<file path="config.mk">
export PLATFORM = sky130hd
export DESIGN_NAME = osc_cfg_lockreg
export DESIGN_NICKNAME = d
export VERILOG_FILES = /design/src/rtl/osc_cfg_pkg.sv /design/src/rtl/osc_addr_decode.sv /design/src/rtl/osc_key_lock.sv /design/src/rtl/osc_word_reg.sv /design/src/rtl/osc_cfg_lockreg.sv
export SDC_FILE = /design/constraint.sdc
export NUM_CORES = 1
export LEC_CHECK = 0
export BUFFER_PORTS_ARGS = -buffer_cell sky130_fd_sc_hd__buf_4
export CAP_MARGIN = 20
export CORE_MARGIN = 1.5
export CORE_UTILIZATION = 45
export CTS_CLUSTER_SIZE = 28
export DETAILED_ROUTE_END_ITERATION = 8
export HOLD_SLACK_MARGIN = 0.03
export PLACE_DENSITY = 0.87
export SKIP_LAST_GASP = 1
export SLEW_MARGIN = 10
export SYNTH_ARGS = -nofsm -noshare
export SYNTH_HDL_FRONTEND = slang
export SYNTH_SLANG_ARGS = --single-unit
</file>
<file path="constraint.sdc">
create_clock -name clk -period 1.66 [get_ports clk]
set_clock_uncertainty 0.1 [all_clocks]
set_input_delay 0.332 -clock clk [delete_from_list [all_inputs] [get_ports clk]]
set_output_delay 0.332 -clock clk [all_outputs]
set_load 0.005 [all_outputs]
</file>
<file path="src/rtl/osc_cfg_pkg.sv">
package osc_cfg_pkg;
    localparam int DATA_W = 32;
    localparam int KEY_W  = 16;
    localparam int VCO_W  = 9;
    localparam int REF_W  = 7;
    localparam int SEL_W  = 3;
    localparam int CFG_W  = VCO_W + REF_W + SEL_W;
    localparam int ADDR_W = 2;

    localparam logic [ADDR_W-1:0] ADDR_LOCK = ADDR_W'(0);
    localparam logic [ADDR_W-1:0] ADDR_OSC  = ADDR_W'(1);

    // Packed MSB first: select sits on top, VCO divider in the low bits.
    typedef struct packed {
        logic [SEL_W-1:0] sel;
        logic [REF_W-1:0] rdiv;
        logic [VCO_W-1:0] vdiv;
    } osc_fields_t;

    typedef enum logic [1:0] {
        TGT_LOCK = 2'd0,
        TGT_OSC  = 2'd1,
        TGT_NONE = 2'd2
    } reg_tgt_e;

    function automatic reg_tgt_e decode_addr(input logic [ADDR_W-1:0] a);
        if (a == ADDR_LOCK)     return TGT_LOCK;
        else if (a == ADDR_OSC) return TGT_OSC;
        else                    return TGT_NONE;
    endfunction

    function automatic logic [DATA_W-1:0] lock_view(input logic lk,
                                                    input logic [KEY_W-1:0] v);
        return {{(DATA_W-KEY_W-1){1'b0}}, lk, v};
    endfunction
endpackage

</file>
<file path="src/rtl/osc_addr_decode.sv">
module osc_addr_decode
    import osc_cfg_pkg::*;
(
    input  logic              wr_en,
    input  logic [ADDR_W-1:0] addr,
    output reg_tgt_e          tgt,
    output logic              lock_we,
    output logic              osc_we
);
    always_comb begin
        tgt     = decode_addr(addr);
        lock_we = wr_en && (tgt == TGT_LOCK);
        osc_we  = wr_en && (tgt == TGT_OSC);
    end
endmodule

</file>
<file path="src/rtl/osc_key_lock.sv">
module osc_key_lock
    import osc_cfg_pkg::*;
#(
    parameter logic [KEY_W-1:0] UNLOCK_KEY = 16'hA05F
) (
    input  logic             clk,
    input  logic             rst,
    input  logic             lock_we,
    input  logic [KEY_W-1:0] key_in,
    output logic [KEY_W-1:0] key_q,
    output logic             locked
);
    logic open_q;

    always_ff @(posedge clk) begin
        if (rst) begin
            key_q  <= '0;
            open_q <= 1'b0;
        end else if (lock_we) begin
            key_q  <= key_in;
            open_q <= (key_in == UNLOCK_KEY);
        end
    end

    assign locked = ~open_q;
endmodule

</file>
<file path="src/rtl/osc_word_reg.sv">
module osc_word_reg
    import osc_cfg_pkg::*;
#(
    parameter logic [DATA_W-1:0] OSC_DEFAULT = 32'h0000_0000
) (
    input  logic              clk,
    input  logic              rst,
    input  logic              osc_we,
    input  logic              locked,
    input  osc_fields_t       cfg_in,
    output osc_fields_t       cfg_q,
    output logic [DATA_W-1:0] word
);
    localparam osc_fields_t CFG_RST = osc_fields_t'(OSC_DEFAULT[CFG_W-1:0]);
    localparam logic [DATA_W-CFG_W-1:0] FIXED_HI = OSC_DEFAULT[DATA_W-1:CFG_W];

    always_ff @(posedge clk) begin
        if (rst)
            cfg_q <= CFG_RST;
        else if (osc_we && !locked)
            cfg_q <= cfg_in;
    end

    assign word = {FIXED_HI, cfg_q};
endmodule

</file>
<file path="src/rtl/osc_cfg_lockreg.sv">
module osc_cfg_lockreg
    import osc_cfg_pkg::*;
#(
    parameter logic [KEY_W-1:0]  UNLOCK_KEY  = 16'hA05F,
    parameter logic [DATA_W-1:0] OSC_DEFAULT = 32'h0000_0000
) (
    input  logic              clk,
    input  logic              rst,
    input  logic              wr_en_i,
    input  logic [ADDR_W-1:0] addr_i,
    input  logic [DATA_W-1:0] wr_data_i,
    output logic [DATA_W-1:0] rd_data_o,
    output logic [VCO_W-1:0]  vco_div_o,
    output logic [REF_W-1:0]  ref_div_o,
    output logic [SEL_W-1:0]  out_sel_o,
    output logic              locked_o
);
    reg_tgt_e          tgt;
    logic              lock_we, osc_we, locked;
    logic [KEY_W-1:0]  key_q;
    osc_fields_t       cfg_q;
    logic [DATA_W-1:0] osc_word;
    logic              unused_hi;

    assign unused_hi = ^wr_data_i[DATA_W-1:CFG_W];

    osc_addr_decode u_dec (
        .wr_en   (wr_en_i),
        .addr    (addr_i),
        .tgt     (tgt),
        .lock_we (lock_we),
        .osc_we  (osc_we)
    );

    osc_key_lock #(.UNLOCK_KEY(UNLOCK_KEY)) u_lock (
        .clk     (clk),
        .rst     (rst),
        .lock_we (lock_we),
        .key_in  (wr_data_i[KEY_W-1:0]),
        .key_q   (key_q),
        .locked  (locked)
    );

    osc_word_reg #(.OSC_DEFAULT(OSC_DEFAULT)) u_word (
        .clk     (clk),
        .rst     (rst),
        .osc_we  (osc_we),
        .locked  (locked),
        .cfg_in  (osc_fields_t'(wr_data_i[CFG_W-1:0])),
        .cfg_q   (cfg_q),
        .word    (osc_word)
    );

    always_comb begin
        unique case (tgt)
            TGT_LOCK: rd_data_o = lock_view(locked, key_q);
            TGT_OSC:  rd_data_o = osc_word;
            default:  rd_data_o = '0;
        endcase
    end

    assign vco_div_o = cfg_q.vdiv;
    assign ref_div_o = cfg_q.rdiv;
    assign out_sel_o = cfg_q.sel;
    assign locked_o  = locked;
endmodule

</file>
==> results of run 1 <==
registers in the layout, indices dropped and copies added (netlist names):
name	count
u_word.cfg_q	19
u_lock.key_q	16
u_lock.open_q	1
layer usage:
| metal | vias up | wire length [um] |
|---|---|---|
| met5 | - | 0 |
| met4 | 0 | 59 |
| met3 | 7 | 227 |
| met2 | 46 | 2000 |
| met1 | 751 | 1780 |
| li1 | 823 | - |
logic make-up after synthesis:
group / after synthesis / share of synthesized area (%)
simple gates: 101 / 26.4
compound gates: 37 / 10.8
flops: 36 / 42.1
buf+inv: 29 / 11.1
mux: 16 / 9.36
other cells: 1 / 0.219
stage by stage:
stage | instances | setup WS, ns | utilization [%] | hold slack [ns]
floorplan | 232 | 0.270 | - | 0.336
global placement | 326 | 0.0517 | 60.0 | 0.341
detailed placement | 326 | 0.0301 | 60.0 | 0.346
CTS | 334 | 0.0549 | 62.5 | 0.195
global route | 334 | 0.0664 | 62.6 | 0.196
finish | 334 | 0.144 | 62.6 | 0.190
path summary, 6_finish.rpt:
check | depth (start not counted) | slack, ns | start | endpoint
max reg2reg | 4 | 0.42 | u_lock.open_q | u_word.cfg_q[17]
min reg2reg | 2 | 0.36 | u_lock.key_q[12] | u_lock.key_q[12]
min | 3 | 0.19 | wr_data_i[16] | u_word.cfg_q[16]
max | 5 | 0.14 | addr_i[0] | rd_data_o[11]
synthesized netlist by cell type (all sizes together):
| master | number |
|---|---|
| mux2i | 16 |
| nor4b | 1 |
| a21oi | 36 |
| inv | 1 |
| nand4b | 1 |
| or3b | 1 |
| nand4 | 2 |
| or3 | 1 |
| nor2 | 19 |
| o21ai | 1 |
| and4b | 1 |
| clkbuf | 3 |
| nor3b | 1 |
| nor4bb | 2 |
| buf | 25 |
| nand2 | 70 |
| dfxtp | 36 |
| and3b | 2 |
| conb | 1 |
timing repair:
item                                   in CTS  in global routing
endpoints found under the hold margin       0                  0
gates resized for setup                     0                  1
setup endpoints to repair                   0                  1
critical path: stages:
cell	delay, ns
sky130_fd_sc_hd__buf_6	0.17
sky130_fd_sc_hd__buf_4	0.18
sky130_fd_sc_hd__mux2i_1	0.21
sky130_fd_sc_hd__nor2_1	0.05
sky130_fd_sc_hd__buf_4	0.13
cell usage in the layout (no fill, tap or decap), drive strengths merged:
cell type   n
a21oi      36
and3b       2
and4b       1
buf        74
clkbuf      8
conb       13
dfxtp      36
inv         1
mux2i      16
nand2      70
nand4       2
nand4b      1
nor2       19
nor3b       1
nor4b       1
nor4bb      2
o21ai       1
or3         1
or3b        1
power by group:
part,internal [mW],switching [mW]
combinational,0.0833,0.0906
clock,0.338,0.292
sequential,0.876,0.00623
final cells by class:
class	instances	area [um^2]
Timing Repair Buffer	74	572
Inverter	1	3.75
Multi-Input combinational cell	167	846
Clock buffer	8	90.1
Tap cell	48	60.1
Sequential cell	36	721
Fill cell	338	1370
==> summary.md, run 1 <==
| Metric | Value |
|---|---|
| Result of the run | `completed` |
| Grt met2 use | `34.4%` |
| Max Slew Vio Count | `0` |
| Initial antenna violation count | `0` |
| Mean post-synth cell area | `roughly 8 um^2` |
| Synthesized instance count | `220` |
| Yosys reg bits | `36` |
| Worst slew pin tran | `approximately 0.56 ns` |
| Row count | `22` |
| Unrepaired setup endpoints after global routing | `false` |
| Core Footprint | `0.00366 mm^2` |
| Met1 track utilization from global routing | `between 20% and 30%` |
| Post-Syn Area | `roughly 0.0017 mm^2` |
| Sequential element share of the synthesized area | `between 40% and 50%` |
| Cell taking the most area after synthesis | `sky130_fd_sc_hd__dfxtp_1` |
| Inserted Clock Buffers | `5` |
| Skew-Pair Late Insertion Delay | `0.28 ns` |
| Number of global-route vias before repair | `around 1500` |
| Routed via count | `roughly 1600` |
| Via-to-Cell Ratio | `between 4 and 5` |
| Largest net degree at the start of global routing | `23` |
| Number of design-rule violations left by the first detailed-router iteration | `roughly 100` |
| Hold crit path type | `primary input to register` |
| WL final | `a little over 4 mm` |
| Post-CTS setup buffer count | `0` |
| Count of port buffers added during placement | `between 60 and 70` |
| Total power per unit cell area | `around 740 mW/mm^2` |
| Post-synthesis to final-layout area growth | `33.9%` |
| Fin nets | `322` |
| CTS tree | `built` |
| Chip width | `64.7 um` |
| Final period demand of the worst path | `1.52 ns` |
| CTS H-tree depth | `2` |
| Power consumption | `between 1.5 and 2 mW` |
| Placed wire-length estimate | `between 2 and 3 mm` |
| Global-route met3 utilization | `roughly 4.7%` |
| Placed cell areas | `around 0.0022 mm^2` |
| Endpoints failing setup | `0` |
| Share of the synthesized area in the top cell type | `42.1%` |
| Number of antenna-violating nets in the routed design | `0` |
| CTS Hold Buffers Added | `0` |
| Max Buffers Root-to-Sink | `2` |
| Arrival @ worst endpoint | `~1.1 ns` |
| Number of max-capacitance violations reported | `0` |
| Die Ht | `64.7 um` |
| Die ar. | `between 0.004 and 0.005 mm^2` |
| CP Class | `primary input to output pin` |
| Gr usage total | `20.3%` |
| Routed wirelength normalized by instance count | `~12 um` |
| Highest ir drop seen on vdd | `about 0.00046 V` |
| Share of the cycle needed by the critical path after routing | `91.3%` |
| Largest driver fanout on the critical path | `13` |
| RePlAce Congestion | `slightly below 0.8` |
| Post-route DRC violation count | `0` |
| Most Used Layer, Global Route | `met2` |
| Startpoint type of the worst setup path | `primary input` |
| Yosys warning total | `0` |
| Wire length of the first global-routing pass | `roughly 6.5 mm` |
| Req. time, crit path | `1.23 ns` |
| Top-level I/O count | `89` |
| Initial core utilization | `~47%` |
| Yosys cell types | `22` |
| Leading cell types by total area after synthesis | `sky130_fd_sc_hd__dfxtp_1 (42%), sky130_fd_sc_hd__nand2_1 (15%), sky130_fd_sc_hd__a21oi_1 (11%), sky130_fd_sc_hd__mux2i_1 (9.4%), sky130_fd_sc_hd__buf_4 (7.0%)` |
| GR Overflow Total | `0` |
| Post-route design area | `about 0.0023 mm^2` |
| Count of TritonRoute iterations in the first routing pass | `4` |
| Fmax | `about 0.66 GHz` |
| Relative slew slack | `around 62%` |
| Sinks on Clock Net | `36` |
| Antenna cells | `0` |
| Capturing element type of the critical path | `output pin` |
| Clock-pin slew on the worst setup and hold paths | `0.07 ns` |
| Leak pwr | `roughly 1.0 nW` |
| Setup TNS after final layout | `0 ns` |
| Root Buffer | `sky130_fd_sc_hd__clkbuf_8` |
| Share of layout cells above drive strength 1 | `28.7%` |
| Final Hold Violating Endpoints | `0` |
(Power assumes the default switching activity.)
==> inputs of run 2 (changes only) <==
Settings changed: CORE_ASPECT_RATIO from default to 2, CORE_UTILIZATION 45 to 46, CTS_BUF_LIST from default to sky130_fd_sc_hd__clkbuf_2, PLACE_DENSITY 0.87 to 0.88.
==> run 2 against run 1 <==
Compared with the run above: die area is 1.5% lower; sequential power about the same; largest power group unchanged; via count is 0.37% lower; critical path depth decreased by 1; critical endpoint is now rd_data_o[16]; global-route usage rose by 0.94 points; non-clock buffer count decreased by 3; cell count is 0.60% lower; clock power is 39% lower.
==> summary.md, run 2 (synthesis gave the netlist of run 1 again) <==
| Metric | Value |
|---|---|
| Final Hold Violating Endpoints | `0 (unchanged)` |
| Initial antenna violation count | `0 (unchanged)` |
| Top-level I/O count | `89 (unchanged)` |
| Req. time, crit path | `1.23 ns (about the same)` |
| Hold crit path type | `primary input to register` |
| Die Ht | `89.3 um (+38%)` |
| Share of layout cells above drive strength 1 | `28.6% (-0.049 points)` |
| Commonest cells after routing, fill and taps aside | `sky130_fd_sc_hd__buf_4 (71), sky130_fd_sc_hd__nand2_1 (70), sky130_fd_sc_hd__a21oi_1 (36)` |
| Root Buffer | `sky130_fd_sc_hd__clkbuf_2` |
| CTS tree | `built` |
| Cell Chain, Critical Path | `nor2_1, a21oi_1, nor2_1, buf_4` |
| Largest net degree at the start of global routing | `25 (+8.7%)` |
| Number of gates given a new drive strength after cts | `0 (unchanged)` |
| Result of the run | `completed` |
| Post-route design area | `0.00220 mm^2 (-3.8%)` |
| Fin nets | `319 (-0.93%)` |
| Max Slew Vio Count | `0 (unchanged)` |
| Worst hold slack | `0.0768 ns (-0.113 ns)` |
| Initial core utilization | `47.5% (+0.70 points)` |
| Placed cell areas | `0.00216 mm^2 (-1.5%)` |
| Chip width | `46.1 um (-29%)` |
| Start point of the worst min-delay path | `wr_data_i[17]` |
| Number of flip-flops under the largest register name | `19 (unchanged)` |
| Length in cells of the worst reg-to-reg path | `4 (unchanged)` |
| Largest driver fanout on the critical path | `4 (-9)` |
| Leading cell type in the layout, fill and taps excluded | `sky130_fd_sc_hd__buf_4` |
| RePlAce Congestion | `0.748 (-2.9%)` |
| Via-to-Cell Ratio | `4.88 (+0.23%)` |
| Inserted Clock Buffers | `5 (unchanged)` |
| Most Used Layer, Global Route | `met2` |
| Arrival @ worst endpoint | `1.16 ns (+0.08 ns)` |
| Share of the cycle needed by the critical path after routing | `95.6% (+4.3 points)` |
| Final period demand of the worst path | `1.59 ns (+0.0713 ns)` |
| GR Overflow Total | `0 (unchanged)` |
| Leak pwr | `0.985 nW (-3.5%)` |
| Setup TNS after final layout | `0 ns (unchanged)` |
| Endpoints failing setup | `0 (unchanged)` |
| Largest registers | `u_word.cfg_q: 19 flops, u_lock.key_q: 16 flops, u_lock.open_q: 1 flops` |
| Worst Hold Path Cells | `3 (unchanged)` |
| Number of global-route vias before repair | `1551 (+6.1%)` |
| Reg-to-reg endpoint | `u_word.cfg_q[12]` |
| Startpoint type of the worst setup path | `register` |
| Origin of the worst setup path | `u_lock.open_q` |
| Post-CTS setup buffer count | `0 (unchanged)` |
| Wire length of the first global-routing pass | `6.39 mm (-1.8%)` |
| Routed via count | `1621 (-0.37%)` |
| Post-route DRC violation count | `0 (unchanged)` |
| Number of max-capacitance violations reported | `0 (unchanged)` |
| Unrepaired setup endpoints after global routing | `false` |
| Core Footprint | `0.00361 mm^2 (-1.5%)` |
| CTS Hold Buffers Added | `0 (unchanged)` |
| Clock-pin slew on the worst setup and hold paths | `0.17 ns (+0.10 ns)` |
| Number of antenna-violating nets in the routed design | `0 (unchanged)` |
| Skew-Pair Late Insertion Delay | `0.37 ns (+0.09 ns)` |
| Routed wirelength normalized by instance count | `12.3 um (+1.3%)` |
| Gr usage total | `21.2% (+0.94 points)` |
| Highest ir drop seen on vdd | `0.000517 V (+13%)` |
| Post-synthesis to final-layout area growth | `28.8%` |
| Largest stage delay, worst path | `0.41 ns (+0.20 ns)` |
| Max Buffers Root-to-Sink | `2 (unchanged)` |
| Count of port buffers added during placement | `62 (unchanged)` |
| Largest register by flop count | `u_word.cfg_q` |
| Fmax | `0.630 GHz (-4.5%)` |
| Total power per unit cell area | `650 mW/mm^2 (-12%)` |
| Post-Route Utilization | `61.1% (-1.5 points)` |
| End of the worst hold path | `u_word.cfg_q[17]` |
| Placed wire-length estimate | `3.14 mm (+5.3%)` |
| Row count | `31 (+41%)` |
| WL final | `4.10 mm (+0.69%)` |
| Met1 track utilization from global routing | `18.6% (-6.4 points)` |
| Global-route met3 utilization | `4.65% (-0.041 points)` |
| Number of design-rule violations left by the first detailed-router iteration | `35 (-66%)` |
| Count of TritonRoute iterations in the first routing pass | `4 (unchanged)` |
| Worst reg2reg startpoint | `u_lock.open_q` |
| Slowest-stage cell, CP | `sky130_fd_sc_hd__dfxtp_2` |
| Sinks on Clock Net | `36 (unchanged)` |
| Capturing element type of the critical path | `output pin` |
| CTS H-tree depth | `2 (unchanged)` |
| CP Class | `register to output pin` |
| Grt met2 use | `41.0% (+6.7 points)` |
| Most prevalent standard cell on the critical path | `sky130_fd_sc_hd__nor2_1` |
| Antenna cells | `0 (unchanged)` |
| Die ar. | `0.00412 mm^2 (-1.5%)` |
| Worst reg-to-reg setup slack | `0.41 ns (about the same)` |
[run 2: metal layers]
layer / wire length [um] / part of all wire (%)
met1: 1380 / 34
met2: 2390 / 58
met3: 207 / 5.1
met4: 119 / 2.9
met5: 0 / 0
[run 2: cell type report]
cell class / count / area [um^2]
clock buffers: 7 / 35.0
repair buffers: 71 / 533
inverters: 1 / 3.75
flip-flops and latches: 36 / 722
fillers: 365 / 1400
clock inverters: 1 / 3.75
multi-input cells: 167 / 846
well taps: 49 / 61.3
[run 2: worst max-delay path: cells and delay by family, from the launching register on]
| family | cells | cell delay, ns |
|---|---|---|
| DFF | 1 | 0.41 |
| AOI/OAI and AO/OA | 1 | 0.12 |
| and+or+nand+nor | 2 | 0.12 |
| buffers and inverters | 1 | 0.14 |
[run 2: stage by stage]
step                      cells  setup slack, ns  power [mW]
after floorplan             232            0.270        1.01
after global placement      324           0.0901        1.06
after detailed placement    324           0.0699        1.06
after CTS                   332          0.00370        1.45
after global routing        332           0.0167        1.50
final                       332           0.0724        1.43
[run 2: report_power, final]
part	leakage (nW)	internal [mW]	switching (mW)
registers	0.291	0.878	0.00624
clock network	0.0306	0.113	0.274
logic	0.662	0.0748	0.0873
total	0.985	1.07	0.368
[run 2: how the worst max path moves through the flow]
stage / slack (ns) / depth (start not counted) / end
finish: 0.07 / 4 / rd_data_o[16]
CTS: 0.004 / 4 / rd_data_o[16]
detailed placement: 0.07 / 5 / u_word.cfg_q[13]
floorplan: 0.27 / 6 / u_lock.key_q[10]
global route: 0.02 / 4 / rd_data_o[16]
global placement: 0.09 / 5 / u_word.cfg_q[9]
